File: src/rtl/uart_regfront.sv
module uart_regfront #(
  parameter int IRQ_DELAY  = 3,
  parameter bit END_ON_EOT = 1,
  parameter int INT_W      = 11
) (
  input  logic        clk,
  input  logic        rst_n,
  input  logic        bus_valid,
  input  logic        bus_write,
  input  logic [5:0]  bus_addr,
  input  logic [2:0]  bus_size,
  input  logic [31:0] bus_wdata,
  output logic [31:0] bus_rdata,
  output logic        bus_err,
  output logic        tx_valid,
  output logic [7:0]  tx_byte,
  input  logic        rx_valid,
  input  logic [7:0]  rx_byte,
  output logic        rx_take,
  output logic        irq,
  output logic        eot_stop,
  output logic        dma_fault
);
  localparam int CW = $clog2(IRQ_DELAY + 1) + 1;
  localparam logic [INT_W-1:0] RXB = INT_W'(7'h50);
  localparam logic [INT_W-1:0] TXB = INT_W'(7'h20);

  logic [15:0] ctrl_q, divi_q;
  logic [5:0]  divf_q, lvl_q;
  logic [7:0]  line_q;
  logic [INT_W-1:0] mask_q, raw_q, raw_d;
  logic rxv_q, take_q, irq_q, pend_q;
  logic [CW-1:0] cnt_q;

  logic [3:0]  sel;
  logic        size_ok, mapped, acc, wr, rd, refill, masked_any;
  logic [31:0] lane, wd, word;

  assign sel     = bus_addr[5:2];
  assign size_ok = (bus_size == 3'd1) || (bus_size == 3'd2) || (bus_size == 3'd4);
  assign mapped  = (bus_addr[1:0] == 2'b00) && (sel <= 4'd12);
  assign acc     = bus_valid && size_ok && mapped;
  assign bus_err = bus_valid && !acc;
  assign wr      = acc && bus_write;
  assign rd      = acc && !bus_write;
  assign lane    = (bus_size == 3'd1) ? 32'hFF : (bus_size == 3'd2) ? 32'hFFFF : 32'hFFFF_FFFF;
  assign wd      = bus_wdata & lane;
  assign rx_take = rd && (sel == 4'd0) && rx_valid;
  assign masked_any = |(raw_q & mask_q);
  assign irq     = irq_q && masked_any;

  always_comb begin
    case (sel)
      4'd0:    word = rx_valid ? 32'(rx_byte) : 32'h0;
      4'd2:    word = {24'h0, 1'b1, rx_valid, 1'b0, !rx_valid, 3'b000, 1'b1};
      4'd3:    word = 32'(divi_q);
      4'd4:    word = 32'(divf_q);
      4'd5:    word = 32'(line_q);
      4'd6:    word = 32'(ctrl_q);
      4'd7:    word = 32'(lvl_q);
      4'd8:    word = 32'(mask_q);
      4'd9:    word = 32'(raw_q);
      4'd10:   word = 32'(raw_q & mask_q);
      default: word = 32'h0;
    endcase
  end
  assign bus_rdata = rd ? (word & lane) : 32'h0;

  assign refill = rx_valid && (!rxv_q || take_q || (wr && sel == 4'd11));

  always_comb begin
    raw_d = raw_q;
    if (wr && sel == 4'd11) raw_d = raw_d & ~wd[INT_W-1:0];
    if (rx_take)            raw_d = raw_d & ~RXB;
    if (wr && sel == 4'd0)  raw_d = raw_d | TXB;
    if (refill)             raw_d = raw_d | RXB;
  end

  always_ff @(posedge clk) begin
    if (!rst_n) begin
      ctrl_q <= 16'h0300; lvl_q <= 6'h12; divi_q <= '0; divf_q <= '0; line_q <= '0;
      mask_q <= '0; raw_q <= '0; rxv_q <= 1'b0; take_q <= 1'b0;
      tx_valid <= 1'b0; tx_byte <= '0; eot_stop <= 1'b0; dma_fault <= 1'b0;
    end else begin
      raw_q    <= raw_d;
      rxv_q    <= rx_valid;
      take_q   <= rx_take;
      tx_valid <= wr && sel == 4'd0;
      if (wr) begin
        case (sel)
          4'd0: begin
            tx_byte <= wd[7:0];
            if (END_ON_EOT && wd[7:0] == 8'h04) eot_stop <= 1'b1;
          end
          4'd3:  divi_q <= wd[15:0];
          4'd4:  divf_q <= wd[5:0];
          4'd5:  line_q <= wd[7:0];
          4'd6:  ctrl_q <= wd[15:0];
          4'd7:  lvl_q  <= wd[5:0];
          4'd8:  mask_q <= wd[INT_W-1:0];
          4'd12: if (|wd[2:0]) dma_fault <= 1'b1;
          default: ;
        endcase
      end
    end
  end

  always_ff @(posedge clk) begin
    if (!rst_n) begin
      irq_q <= 1'b0; pend_q <= 1'b0; cnt_q <= '0;
    end else if (!masked_any) begin
      irq_q <= 1'b0; pend_q <= 1'b0;
    end else if (pend_q) begin
      if (cnt_q <= CW'(1)) begin
        irq_q <= 1'b1; pend_q <= 1'b0;
      end else begin
        cnt_q <= cnt_q - CW'(1);
      end
    end else if (!irq_q) begin
      if (IRQ_DELAY <= 1) irq_q <= 1'b1;
      else begin
        pend_q <= 1'b1;
        cnt_q  <= CW'(IRQ_DELAY - 1);
      end
    end
  end
endmodule


File: config.mk
export PLATFORM = sky130hd
export DESIGN_NAME = uart_regfront
export DESIGN_NICKNAME = d
export VERILOG_FILES = /design/src/rtl/uart_regfront.sv
export SDC_FILE = /design/constraint.sdc
export NUM_CORES = 1
export LEC_CHECK = 0
export BUFFER_PORTS_ARGS = -buffer_cell sky130_fd_sc_hd__clkbuf_2
export CAP_MARGIN = 15
export CORE_ASPECT_RATIO = 0.8
export CORE_MARGIN = 4
export CORE_UTILIZATION = 42
export DETAILED_ROUTE_END_ITERATION = 6
export PLACE_DENSITY = 0.67
export SLEW_MARGIN = 20
export SYNTH_ARGS = -nofsm -noshare
export SYNTH_HDL_FRONTEND = slang
export SYNTH_SLANG_ARGS = --single-unit
File: constraint.sdc
create_clock -name clk -period 2.1 [get_ports clk]
set_input_delay 0.525 -clock clk [delete_from_list [all_inputs] [get_ports clk]]
set_output_delay 0.525 -clock clk [all_outputs]
set_load 0.005 [all_outputs]
## Word level (Yosys, flattened, before mapping)

Cells that the tools add are included.

- Flip-flop bits (word level): 92
- Bits of input ports: 54
- Output and inout bits: 46

- $add $sub $neg: 1
- Magnitude comparators: 2
- Equality and inequality tests: 17
- Muxes and demuxes: 15
- Bitwise logic cells: 6
- Reduce and logical (&&, ||, !) cells: 36

Operators with widths:

| cell | number |
|---|---|
| $pmux 16 s10 | 1 |
| $mux 32 | 3 |
| $and 11x11->11 | 3 |
| $and 16x32->32 | 1 |
| $eq 4x4->1 const B | 5 |
| $reduce_and 2->1 | 9 |
| $and 16x16->16 | 1 |
| $eq 4x3->1 const B | 4 |
| $mux 7 | 2 |
| $logic_and 1x1->1 | 12 |
| $mux 11 | 1 |
| $not 11->11 | 1 |
| $reduce_or 11->1 | 1 |
| $mux 3 | 3 |
| $reduce_and 3->1 | 3 |
| $eq 4x2->1 const B | 2 |
| $eq 8x3->1 const B | 1 |
| $mux 8 | 1 |
| $mux 6 | 1 |
| $le 4x4->1 const B | 1 |
| $logic_not 1->1 | 4 |
| $logic_not 4->1 | 1 |
| $logic_or 1x1->1 | 4 |
| $eq 3x1->1 const B | 1 |
| 9 further kinds | 11 |

## Logic depth before layout (Yosys ltp)

- Depth after elaboration: 11
- Depth in mapped cells: 7

## Worst setup path after synthesis

Ideal clock, no wire load.

- Kind: input -> output
- Start: in bus_addr[2]
- End: out bus_rdata[3]
- Data arrival time: 1,596 ps
- Path slack: -21 ps
- Cell stages on the path: 6
- Path through: buf_4 buf_2 mux4_2 a221oi_2 o21ai_1 nor2b_1

- Longest elaborated chain between the ends: 5

Ends and longest elaborated chain:

| element | line | RTL |
|---|---|---|
| start: declaration | 10 | `input logic [5:0] bus_addr,` |
| $le 4x4->1 | 41 | `assign mapped = (bus_addr[1:0] == 2'b00) && (sel <= 4'd12);` |
| $logic_and 1x1->1 | 41 |  |
| $logic_and 1x1->1 | 42 | `assign acc = bus_valid && size_ok && mapped;` |
| $logic_and 1x1->1 | 45 | `assign rd = acc && !bus_write;` |
| $mux 32 (*) | 67 | `assign bus_rdata = rd ? (word & lane) : 32'h0;` |
| end: declaration | 13 | `output logic [31:0] bus_rdata,` |

Mark *: on every way between the ends. The rest lies on a longest branch, timed or not.

## Worst setup path after layout

- Start: in bus_addr[3]
- End: out bus_rdata[5]

Same word-level chain as after synthesis.

==> results.md <==
- Initial Util: between 40% and 50%
- Placed cells: slightly below 800
- CTS max path bufs: 2
- Post-Layout Cell Count: slightly above 800
- Final worst-path cycle share: 108%
- CTS clk-pin slew, worst paths: about 0.060 ns
- CP Data Required Time: 1.57 ns
- Crit path setup slack, layout: -0.171 ns
- Via Count: 4,598
- Crit path max-delay cell type: mux2_2
- Die H: 101 um
- Sequential share of power: between 40% and 50%
- Avg WL per Cell: around 18 um
- Post-layout util: between 60% and 70%
- Setup_tns: -2.22 ns
- Register area: between 0.0015 and 0.002 sq mm
- Minimum clock period: roughly 2.3 ns
- Number of synthesized register bits: 92
- Power share of the clock group: between 40 and 50%
- Post-synth top cells: dfxtp_1, nand3_1, nand2_1
- Crit-path cells: clkbuf_16, buf_4, mux2_2, a22oi_2, o22ai_1, a211oi_1, nor2_1, clkbuf_2
- Status: finished with violations
- Nets: 720
- RSZ-0062 raised after global routing: true
- Most frequent cell after synthesis: dfxtp_1
- Final Total Pwr: 4.11 mW
- Area occupied by multi-input gates: around 0.0027 sq mm
- Core region area: around 0.010 sq mm
- Worst path bufs/invs: 3
- Final Skew: between 0.003 and 0.004 ns
- Worst min path class: primary input to register
- Sequential fraction of the synthesis area: 40.2%
- Post-synth top area share: roughly two fifths
- Final instance area: between 0.006 and 0.007 sq mm
- Num CTS Buffers: 9
- Endpoint class of the critical path: output pin
- DRT iter0 DRCs: 500
- Internal power: around 3.2 mW
- Synthesized area: 0.00458 sq mm
- DRC viols: 0
- Area growth from synthesis to final layout: 38.3%
- Post-synth top flop: dfxtp_1
- Peak Freq: roughly 440 MHz
- Vias/cell: approximately 5.7
- Pin count of the biggest net entering global routing: 30
- Hold-fix buffers at CTS: 0
- CTS H-tree lvls: 3
- Post-synth cell types: roughly 70
- Max cap viols: 0
- Reg2reg setup slack: 0.52 ns
- Share of post-route cells with drive strength above 1: a little under two fifths
- Top Ports: 100
- CP Launch Type: primary input
- Row cnt: 33
- Async set-reset flop share out of synthesis: 0%
- Number of fill cells: between 800 and 900
- Final setup fails: 16
- Clock sinks: around 90
- Final wirelength: 14,600 um
- CP Class: primary input to output pin
- Vias in the first global route: between 4,000 and 5,000
- Drt pass-1 iters: 7
- Leakage: about 2.5 nW
- Total grt overflow: 0
- Pins Over Slew Limit: 0
- Antenna Cells: 0
- Chip width: roughly 120 um
- Synth top area cells: dfxtp_1, nand3_1, o21ai_0
- Max incr delay on CP: ~0.35 ns
- Comb power frac: between 10% and 20%
- PD cells: roughly 650 mW/mm^2
- Detailed Place HPWL: ~10,000 um
- Worst VDD drop: just over 500 uV
- Post-synth EDFFs: 0
- Largest area contributor in the netlist: dfxtp_1
- IO buf count: 67
- Gpl congestion: approximately 0.95
- Clock Latency Late Sink: 0.35 ns
- Placed Area: ~0.0055 sq mm
- GR Util All Layers: between 20% and 30%
- TritonCTS clock tree: done
- Synth Instances: 540
- Ys Warns: 0
- Sw frac: between 20% and 30%
- ANT nets after route: 0
- CP Data Arrival Time: between 1.5 and 2 ns
- CP top delay family: compound AO/OA/AOI/OAI gates
- Failing checks: setup timing
- Max FO, Critical Path: 7
- Syn Area/Cell: approximately 8.5 sq um
- Final Hold Viols: 0
- Clk root buf: clkbuf_16
- Psw: just over 0.9 mW
- First-pass GRT wire length: approximately 23,000 um
- DIE AREA: ~0.013 sq mm
- Initial antenna violation count: 0
==> worst reg2reg max path: cells and delay by family, from the launching register on <==
family          cells  cell delay [ns]
compound gates      2             0.59
buf+inv             1             0.16
flops               1             0.34
simple gates        3             0.37
==> registers in the layout (all words and copies together) (netlist names), 6 cells and up <==
signal,flops
line_q,8
ctrl_q,16
divi_q,16
raw_q,11
lvl_q,6
tx_byte,8
mask_q,11
divf_q,6
==> power by group through the flow <==
| stage | Combinational (mW) | Clock [mW] | Sequential (mW) |
|---|---|---|---|
| 2_1_floorplan | 0.183 | 0 | 1.79 |
| 3_3_place_gp | 0.333 | 0 | 1.80 |
| 3_5_place_dp | 0.338 | 0 | 1.80 |
| 4_1_cts | 0.392 | 1.93 | 1.76 |
| 5_1_grt | 0.466 | 2.01 | 1.76 |
| 6_report | 0.440 | 1.91 | 1.76 |
==> final timing paths <==
check | from | endpoint | cells past startpoint
max | bus_addr[3] | bus_rdata[5] | 8
max reg2reg | raw_q[1] | cnt_q[2] | 6
min reg2reg | tx_byte[5] | tx_byte[5] | 2
min | bus_wdata[10] | raw_q[10] | 2
==> per-stage QoR <==
| step | hold slack [ns] | worst slack [ns] |
|---|---|---|
| 2_1_floorplan | 0.422 | 0.0140 |
| 3_3_place_gp | 0.435 | -0.343 |
| 3_5_place_dp | 0.441 | -0.376 |
| 4_1_cts | 0.380 | -0.185 |
| 5_1_grt | 0.376 | -0.255 |
| 6_report | 0.388 | -0.171 |
==> layer usage <==
layer / track usage [%] / vias up / routed length, um
met5: 0 / - / 0
met4: 7.83 / 0 / 253
met3: 5.17 / 22 / 1060
met2: 36.6 / 219 / 6900
met1: 29.6 / 2177 / 6430
li1: - / 2180 / -
==> cell usage in the layout, fill, tap and decap left out, drive strengths merged, types with 6 or more instances in the layout <==
| cell type | instances |
|---|---|
| a31o | 14 |
| nor2b | 15 |
| a31oi | 7 |
| a32oi | 6 |
| o21ai | 56 |
| nand3 | 58 |
| a21oi | 21 |
| nand2 | 49 |
| conb | 16 |
| a22oi | 13 |
| dfxtp | 92 |
| nor2 | 49 |
| inv | 7 |
| buf | 100 |
| mux2i | 18 |
| clkbuf | 66 |
==> timing repair <==
item,in CTS,in global routing
gates cloned,1,1
endpoints found under the hold margin,0,0
endpoints found under the setup margin,18,18
pin swaps,20,31
buffers inserted,8,3
gates resized for setup,52,60
==> final cells by class <==
type | instances | area share (%)
flip-flops and latches | 92 | 29.1
inverters | 9 | 0.593
repair buffers | 155 | 19.4
clock buffers | 11 | 3.99
well taps | 140 | 2.77
clock inverters | 5 | 1.70
multi-input cells | 397 | 42.5
==> kinds of logic after synthesis <==
| kind of cell | after synthesis | share of synthesized area [%] |
|---|---|---|
| and+or+nand+nor | 204 | 23.2 |
| xor gates and xnor gates | 1 | 0.191 |
| other | 1 | 0.0818 |
| buffers and inverters | 66 | 8.47 |
| adders and majority gates | 2 | 0.546 |
| DFF | 92 | 40.2 |
| AOI/OAI and AO/OA | 152 | 22.1 |
| muxes | 22 | 5.16 |
No activity file was read; power rests on OpenSTA's default activity.
